`src/rtl/exc_entry_pkg.sv`:
```
`timescale 1ns/1ps
package exc_entry_pkg;

    localparam int MODE_W      = 5;
    localparam int IRQ_OFF_BIT = 7;
    localparam int FIQ_OFF_BIT = 6;
    localparam int STATE_BIT   = 5;
    localparam int LINK_STEP   = 4;
    localparam int NUM_SRC     = 3;

    typedef enum logic [MODE_W-1:0] {
        MODE_USR = 5'b10000,
        MODE_FIQ = 5'b10001,
        MODE_IRQ = 5'b10010,
        MODE_SVC = 5'b10011
    } cpu_mode_e;

    // Encoding order doubles as priority rank: higher value wins.
    typedef enum logic [1:0] {
        EXC_NONE = 2'd0,
        EXC_SWI  = 2'd1,
        EXC_IRQ  = 2'd2,
        EXC_FIQ  = 2'd3
    } exc_kind_e;

    typedef struct packed {
        logic      taken;
        exc_kind_e kind;
    } exc_decision_t;

    function automatic logic [7:0] vector_offset(exc_kind_e k);
        case (k)
            EXC_FIQ: return 8'h1C;
            EXC_IRQ: return 8'h18;
            EXC_SWI: return 8'h08;
            default: return 8'h00;
        endcase
    endfunction

    function automatic cpu_mode_e entry_mode(exc_kind_e k);
        case (k)
            EXC_FIQ: return MODE_FIQ;
            EXC_IRQ: return MODE_IRQ;
            default: return MODE_SVC;
        endcase
    endfunction

    function automatic logic blocks_fast(exc_kind_e k);
        return k == EXC_FIQ;
    endfunction

endpackage

```
`src/rtl/exc_prio_arb.sv`:
```
`timescale 1ns/1ps
module exc_prio_arb
    import exc_entry_pkg::*;
(
    input  logic          irq_req,
    input  logic          fiq_req,
    input  logic          swi_req,
    input  logic          at_boundary,
    input  logic          irq_off,
    input  logic          fiq_off,
    output exc_decision_t dec_o
);

    logic [NUM_SRC-1:0] live;

    // Index i maps to exc_kind_e value i+1.
    assign live[0] = at_boundary & swi_req;
    assign live[1] = at_boundary & irq_req & ~irq_off;
    assign live[2] = at_boundary & fiq_req & ~fiq_off;

    always_comb begin
        dec_o.taken = 1'b0;
        dec_o.kind  = EXC_NONE;
        for (int i = 0; i < NUM_SRC; i++) begin
            if (live[i]) begin
                dec_o.taken = 1'b1;
                dec_o.kind  = exc_kind_e'(2'(i + 1));
            end
        end
    end

endmodule

```
`src/rtl/exc_status_build.sv`:
```
`timescale 1ns/1ps
module exc_status_build
    import exc_entry_pkg::*;
#(
    parameter int XLEN = 32
) (
    input  logic [XLEN-1:0] status_i,
    input  exc_kind_e       kind_i,
    output logic [XLEN-1:0] status_o
);

    cpu_mode_e new_mode;

    always_comb begin
        new_mode              = entry_mode(kind_i);
        status_o              = status_i;
        status_o[MODE_W-1:0]  = new_mode;
        status_o[STATE_BIT]   = 1'b0;
        status_o[IRQ_OFF_BIT] = 1'b1;
        if (blocks_fast(kind_i)) begin
            status_o[FIQ_OFF_BIT] = 1'b1;
        end
    end

endmodule

```
`src/rtl/exc_link_calc.sv`:
```
`timescale 1ns/1ps
module exc_link_calc
    import exc_entry_pkg::*;
#(
    parameter int              XLEN     = 32,
    parameter logic [XLEN-1:0] VEC_BASE = '0
) (
    input  logic [XLEN-1:0] pc_i,
    input  exc_kind_e       kind_i,
    output logic [XLEN-1:0] link_o,
    output logic [XLEN-1:0] vector_o
);

    localparam logic [XLEN-1:0] STEP = XLEN'(LINK_STEP);

    assign link_o   = pc_i + STEP;
    assign vector_o = VEC_BASE + XLEN'(vector_offset(kind_i));

endmodule

```
`src/rtl/exc_entry_ctrl.sv`:
```
`timescale 1ns/1ps
module exc_entry_ctrl
    import exc_entry_pkg::*;
#(
    parameter int              XLEN     = 32,
    parameter logic [XLEN-1:0] VEC_BASE = '0
) (
    input  logic            clk,
    input  logic            rst,
    input  logic            irq_req,
    input  logic            fiq_req,
    input  logic            swi_req,
    input  logic            at_boundary,
    input  logic [XLEN-1:0] status_in,
    input  logic [XLEN-1:0] pc_in,
    output logic            take_exc,
    output logic [XLEN-1:0] vector_pc,
    output logic [XLEN-1:0] status_out,
    output logic            lr_we,
    output logic [XLEN-1:0] lr_wdata,
    output logic            spsr_we,
    output logic [XLEN-1:0] spsr_wdata
);

    exc_decision_t   dec;
    logic [XLEN-1:0] st_next;
    logic [XLEN-1:0] link_next;
    logic [XLEN-1:0] vec_next;

    exc_prio_arb u_arb (
        .irq_req     (irq_req),
        .fiq_req     (fiq_req),
        .swi_req     (swi_req),
        .at_boundary (at_boundary),
        .irq_off     (status_in[IRQ_OFF_BIT]),
        .fiq_off     (status_in[FIQ_OFF_BIT]),
        .dec_o       (dec)
    );

    exc_status_build #(.XLEN(XLEN)) u_stat (
        .status_i (status_in),
        .kind_i   (dec.kind),
        .status_o (st_next)
    );

    exc_link_calc #(.XLEN(XLEN), .VEC_BASE(VEC_BASE)) u_link (
        .pc_i     (pc_in),
        .kind_i   (dec.kind),
        .link_o   (link_next),
        .vector_o (vec_next)
    );

    always_ff @(posedge clk) begin
        if (rst) begin
            take_exc   <= 1'b0;
            lr_we      <= 1'b0;
            spsr_we    <= 1'b0;
            vector_pc  <= '0;
            status_out <= '0;
            lr_wdata   <= '0;
            spsr_wdata <= '0;
        end else begin
            take_exc <= dec.taken;
            lr_we    <= dec.taken;
            spsr_we  <= dec.taken;
            if (dec.taken) begin
                vector_pc  <= vec_next;
                status_out <= st_next;
                lr_wdata   <= link_next;
                spsr_wdata <= status_in;
            end
        end
    end

endmodule

```
`config.mk`:
```
export PLATFORM = sky130hd
export DESIGN_NAME = exc_entry_ctrl
export DESIGN_NICKNAME = d
export VERILOG_FILES = /design/src/rtl/exc_entry_pkg.sv /design/src/rtl/exc_prio_arb.sv /design/src/rtl/exc_status_build.sv /design/src/rtl/exc_link_calc.sv /design/src/rtl/exc_entry_ctrl.sv
export SDC_FILE = /design/constraint.sdc
export NUM_CORES = 1
export LEC_CHECK = 0
export BUFFER_PORTS_ARGS = -buffer_cell sky130_fd_sc_hd__buf_2
export CAP_MARGIN = 5
export CORE_MARGIN = 5
export CORE_UTILIZATION = 45
export DETAILED_ROUTE_END_ITERATION = 6
export PLACE_DENSITY = 0.87
export SYNTH_ARGS = -nofsm -noshare
export SYNTH_HDL_FRONTEND = slang
export SYNTH_SLANG_ARGS = --single-unit
```
`constraint.sdc`:
```
create_clock -name clk -period 2.6 [get_ports clk]
set_input_delay 0.78 -clock clk [delete_from_list [all_inputs] [get_ports clk]]
set_output_delay 0.78 -clock clk [all_outputs]
set_load 0.03 [all_outputs]
```
# ---- Word level (Yosys, flattened, before mapping)
# Cells that the tools add are included.
# W data, S select, Z words.
dict set report op_classes {
  n_addsub 1
  eq_ne 3
  mux 6
  bitwise 7
}
# operator count
set ops {}
lappend ops {{$add A32 B3 Y32 const B} 1}
lappend ops {{$pmux W5 S3} 1}
lappend ops {{$mux W3} 3}
lappend ops {{$and A1 B1 Y1} 5}
lappend ops {{$eq A2 B2 Y1 const B} 2}
lappend ops {{$pmux W2 S2} 1}
lappend ops {{$eq A2 B1 Y1 const B} 1}
lappend ops {{$not A1 Y1} 2}
lappend ops {{$mux W1} 1}
dict set report totals {
  reg_bits 104
  inputBits 70
  out_inout_bits 131
}

# ---- Depth between registers and ports, before layout
dict set report logic_depth {
  depth_word 6
  mapped_depth 7
  mapped_depth_nobuf 5
}

# ---- Cells and area by module
# Synthesis repeated with hierarchy kept, for this count alone.
dict set report unflattened {
  hier_cells 576
  area_unflattened_um2 5811.8
}
# module instances cells_each area_per_inst_um2
set by_module_without_submodules {}
lappend by_module_without_submodules {exc_entry_ctrl 1 417 4682.0}
lappend by_module_without_submodules {exc_link_calc 1 118 839.6}
lappend by_module_without_submodules {exc_status_build 1 34 242.7}
lappend by_module_without_submodules {exc_prio_arb 1 7 47.5}

# ---- Least setup slack after synthesis
# No wires, ideal clock.
dict set report synth_timing {
  path_kind {in2reg}
  startpoint {input port pc_in[14]}
  endpoint {register lr_wdata[30]}
  arrival_ns 2.219
  required_ns 2.538
  path_slack_ns 0.318
  stages 6
  path_buffers 2
  cell_sequence {buf_2 -> nand4_1 -> or4_1 -> buf_2 -> or4b_1 -> nand3_1}
}
dict set report synth_between {
  elab_chain_len 1
}
# element line
set synth_lines {}
lappend synth_lines {{from (decl)} exc_entry_ctrl.sv:15} ;# input logic [XLEN-1:0] pc_in,
lappend synth_lines {{$add A32 B3 Y32} exc_link_calc.sv:16} ;# assign link_o = pc_i + STEP;
lappend synth_lines {{to (signal assigned)} exc_entry_ctrl.sv:69} ;# lr_wdata <= link_next;
lappend synth_lines {{to (decl)} exc_entry_ctrl.sv:20} ;# output logic [XLEN-1:0] lr_wdata,
# No other way between the ends.
# A chain may end at the register's enable or synchronous reset.

# ---- Worst setup path after layout
dict set report layout_timing {
  startpoint {input port pc_in[5]}
  endpoint {register lr_wdata[30]}
}
# Same word-level chain as after synthesis.

==> flow_summary.toml <==
[status]
status = "finished, final reports clean"

[route]
drt_iter0_drc = 130
vias = 3584
wl_per_cell_um = 14.9
via_per_inst = 5.18
ant_nets = 0
drt-pass1-iter-count = 4
drcViolationCount = 0
wl_um = 10300

[power]
power_mw = 2.95
powerDensity_mw_per_mm2 = 660
power.leakage_nw = 2.11
ir_drop_v = 0.000483

[clock_network]
cts_inserted_buffers = 9
htree_levels = 3
post-cts-setup-buffers = 0
clock_sinks = 72
cts_buffer_depth = 2
path_clk_slew_ps = 80
cts_tree = "done"
ctsResizeCount = 0
root_buffer = "clkbuf_8"
hold_buffers = 0
worstSkewPairLatency_ps = 340

[setup_path]
r2r-start = "lr_wdata[28]"
crit_fanout = 8
rrSetupSlack_ps = 1890
start_kind = "primary input"
cp-end-kind = "flop"
reg2reg_to = "lr_wdata[28]"
worstSetupPathType = "primary input to flop"
critPathRequiredTime_ps = 2890
arrival_ps = 2410
r2r_cells = 2

[hold_path]
worst_hold_path.endpoint = "spsr_wdata[4]"
holdCritStartpoint = "spsr_wdata[4]"
hold_class = "flop to flop"
min_path_cells = 2

[placement]
io_buffer_count = 168
hpwl_um = 7930
gp_congestion = 0.905

[layout]
final_nets = 656
layout-drive-gt1-share_pct = 33.9
syn_to_final_growth_pct = 23.9
layout.cells.most_common = "buf_2"
layout_common_cells = "buf_2 (168), nand2_1 (81), dfxtp_1 (72)"
diodes = 0

[timing]
fin_setup_tns_ps = 0
relSlewSlack_pct = 53.1
setup_viol = 0
timing.final.max_slew_violations = 0
fin_crit_sh_pct = 81.8
fin_skew_ps = 0
min_period_ps = 2130
finalHoldViolCount = 0
tightest_slew_ps = 697
rsz0062_at_grt = "no"
max_freq_mhz = 470

[global_routing]
antenna_found_initial = 0
grt_pass1_vias = 3330
grt_util_all_layers_pct = 20.0
grt_pass1_wl_um = 16200
grt_max_degree = 60
grt_overflow = 0

[logic_synthesis]
synth-seq-area-share_pct = 40.0
synthFlopType = "dfxtp_1"
syn_area_sq_mm = 0.00360
ys_ff_latch = 72
yosysUniqueCellTypes = 41
ys_warn_count = 0
avgSynthCellArea_sq_um = 7.99
async_flop_share_pct = 0
synth_cells = 451
synth_edf_count = 0

[run]
maxCapViolCount = 0

[die]
core_area_sq_mm = 0.00777
io_pins = 201
die_area_sq_mm = 0.00990
floorplan.initialDensity_pct = 46.4
die_height_um = 99.5
die_x_um = 99.5
placementRows = 32
## power by group
group,switching [mW],total (mW),internal (mW)
Combinational,0.472,0.653,0.182
Clock,0.438,1.08,0.639
Sequential,0.0399,1.22,1.18
Total,0.950,2.95,2.00
## cells by family (layout without fill, tap and decap cells)
group           after synthesis  after routing  share of synthesized area [%]
buf+inv                      91            199                           16.4
other cells                   1             32                          0.104
simple gates                175            175                           23.8
xor+xnor                     12             12                           2.92
flops                        72             72                           40.0
fa+ha+maj                     1              1                          0.347
compound gates               99             99                           16.5
## cells in the mapped netlist, drive strengths merged (7+ instances only)
library cell  number  area share (%)
o21ai             21             2.9
or3                9             1.6
a21oi             43             6.0
and3               7             1.2
and4               8             1.9
a211oi            11             2.3
a31oi              9             1.6
xor2               8             1.9
nand4             12             2.5
clkbuf            15             1.6
nand3             20             2.8
buf               72              14
nand2             81             8.4
dfxtp             72              40
nor2              20             2.1
## layer usage
layer  vias to the layer above  wire length, um  track usage (%)
met4                         0              270             7.98
met2                       170             4900             33.2
li1                       1752                -                -
met1                      1642             4280             25.1
met5                         -                0                0
met3                        20              834             4.35
## stage by stage
stage / utilization, % / cells / instance area (sq um) / hold WS [ps] / worst slack, ps
after floorplan: - / 482 / 3720 / 584 / 318
after global placement: 54.4 / 676 / 4220 / 439 / 182
after detailed placement: 54.4 / 676 / 4220 / 445 / 144
after CTS: 57.5 / 692 / 4470 / 458 / 487
after global routing: 57.5 / 692 / 4470 / 473 / 414
final: 57.5 / 692 / 4470 / 453 / 474
## registers in the layout, summed over array words and instances, names as in the netlist
name	flops
spsr_wdata	32
vector_pc	3
status_out	4
spsr_we	1
lr_wdata	32
## layout make-up
| class | instances | area, sq um |
|---|---|---|
| inverter | 4 | 15.0 |
| fill | 754 | 3300 |
| tap | 102 | 128 |
| timing repair buffer | 179 | 936 |
| clock inverter | 7 | 119 |
| multi-input combinational | 319 | 1700 |
| clock buffer | 9 | 124 |
| sequential | 72 | 1440 |
## worst max-delay path: stages
cell	delay, ps
buf_2	160
nand4_4	160
or4_1	680
or4b_1	540
nand3_1	90
## worst max path at each step
stage / cells after the start / end / from / slack (ps)
finish: 5 / lr_wdata[30] / pc_in[5] / 470
global route: 5 / lr_wdata[30] / pc_in[5] / 410
CTS: 5 / lr_wdata[30] / pc_in[5] / 490
detailed placement: 5 / lr_wdata[30] / pc_in[5] / 140
global placement: 5 / lr_wdata[30] / pc_in[5] / 180
floorplan: 6 / lr_wdata[30] / pc_in[14] / 320
(Power assumes the default switching activity.)
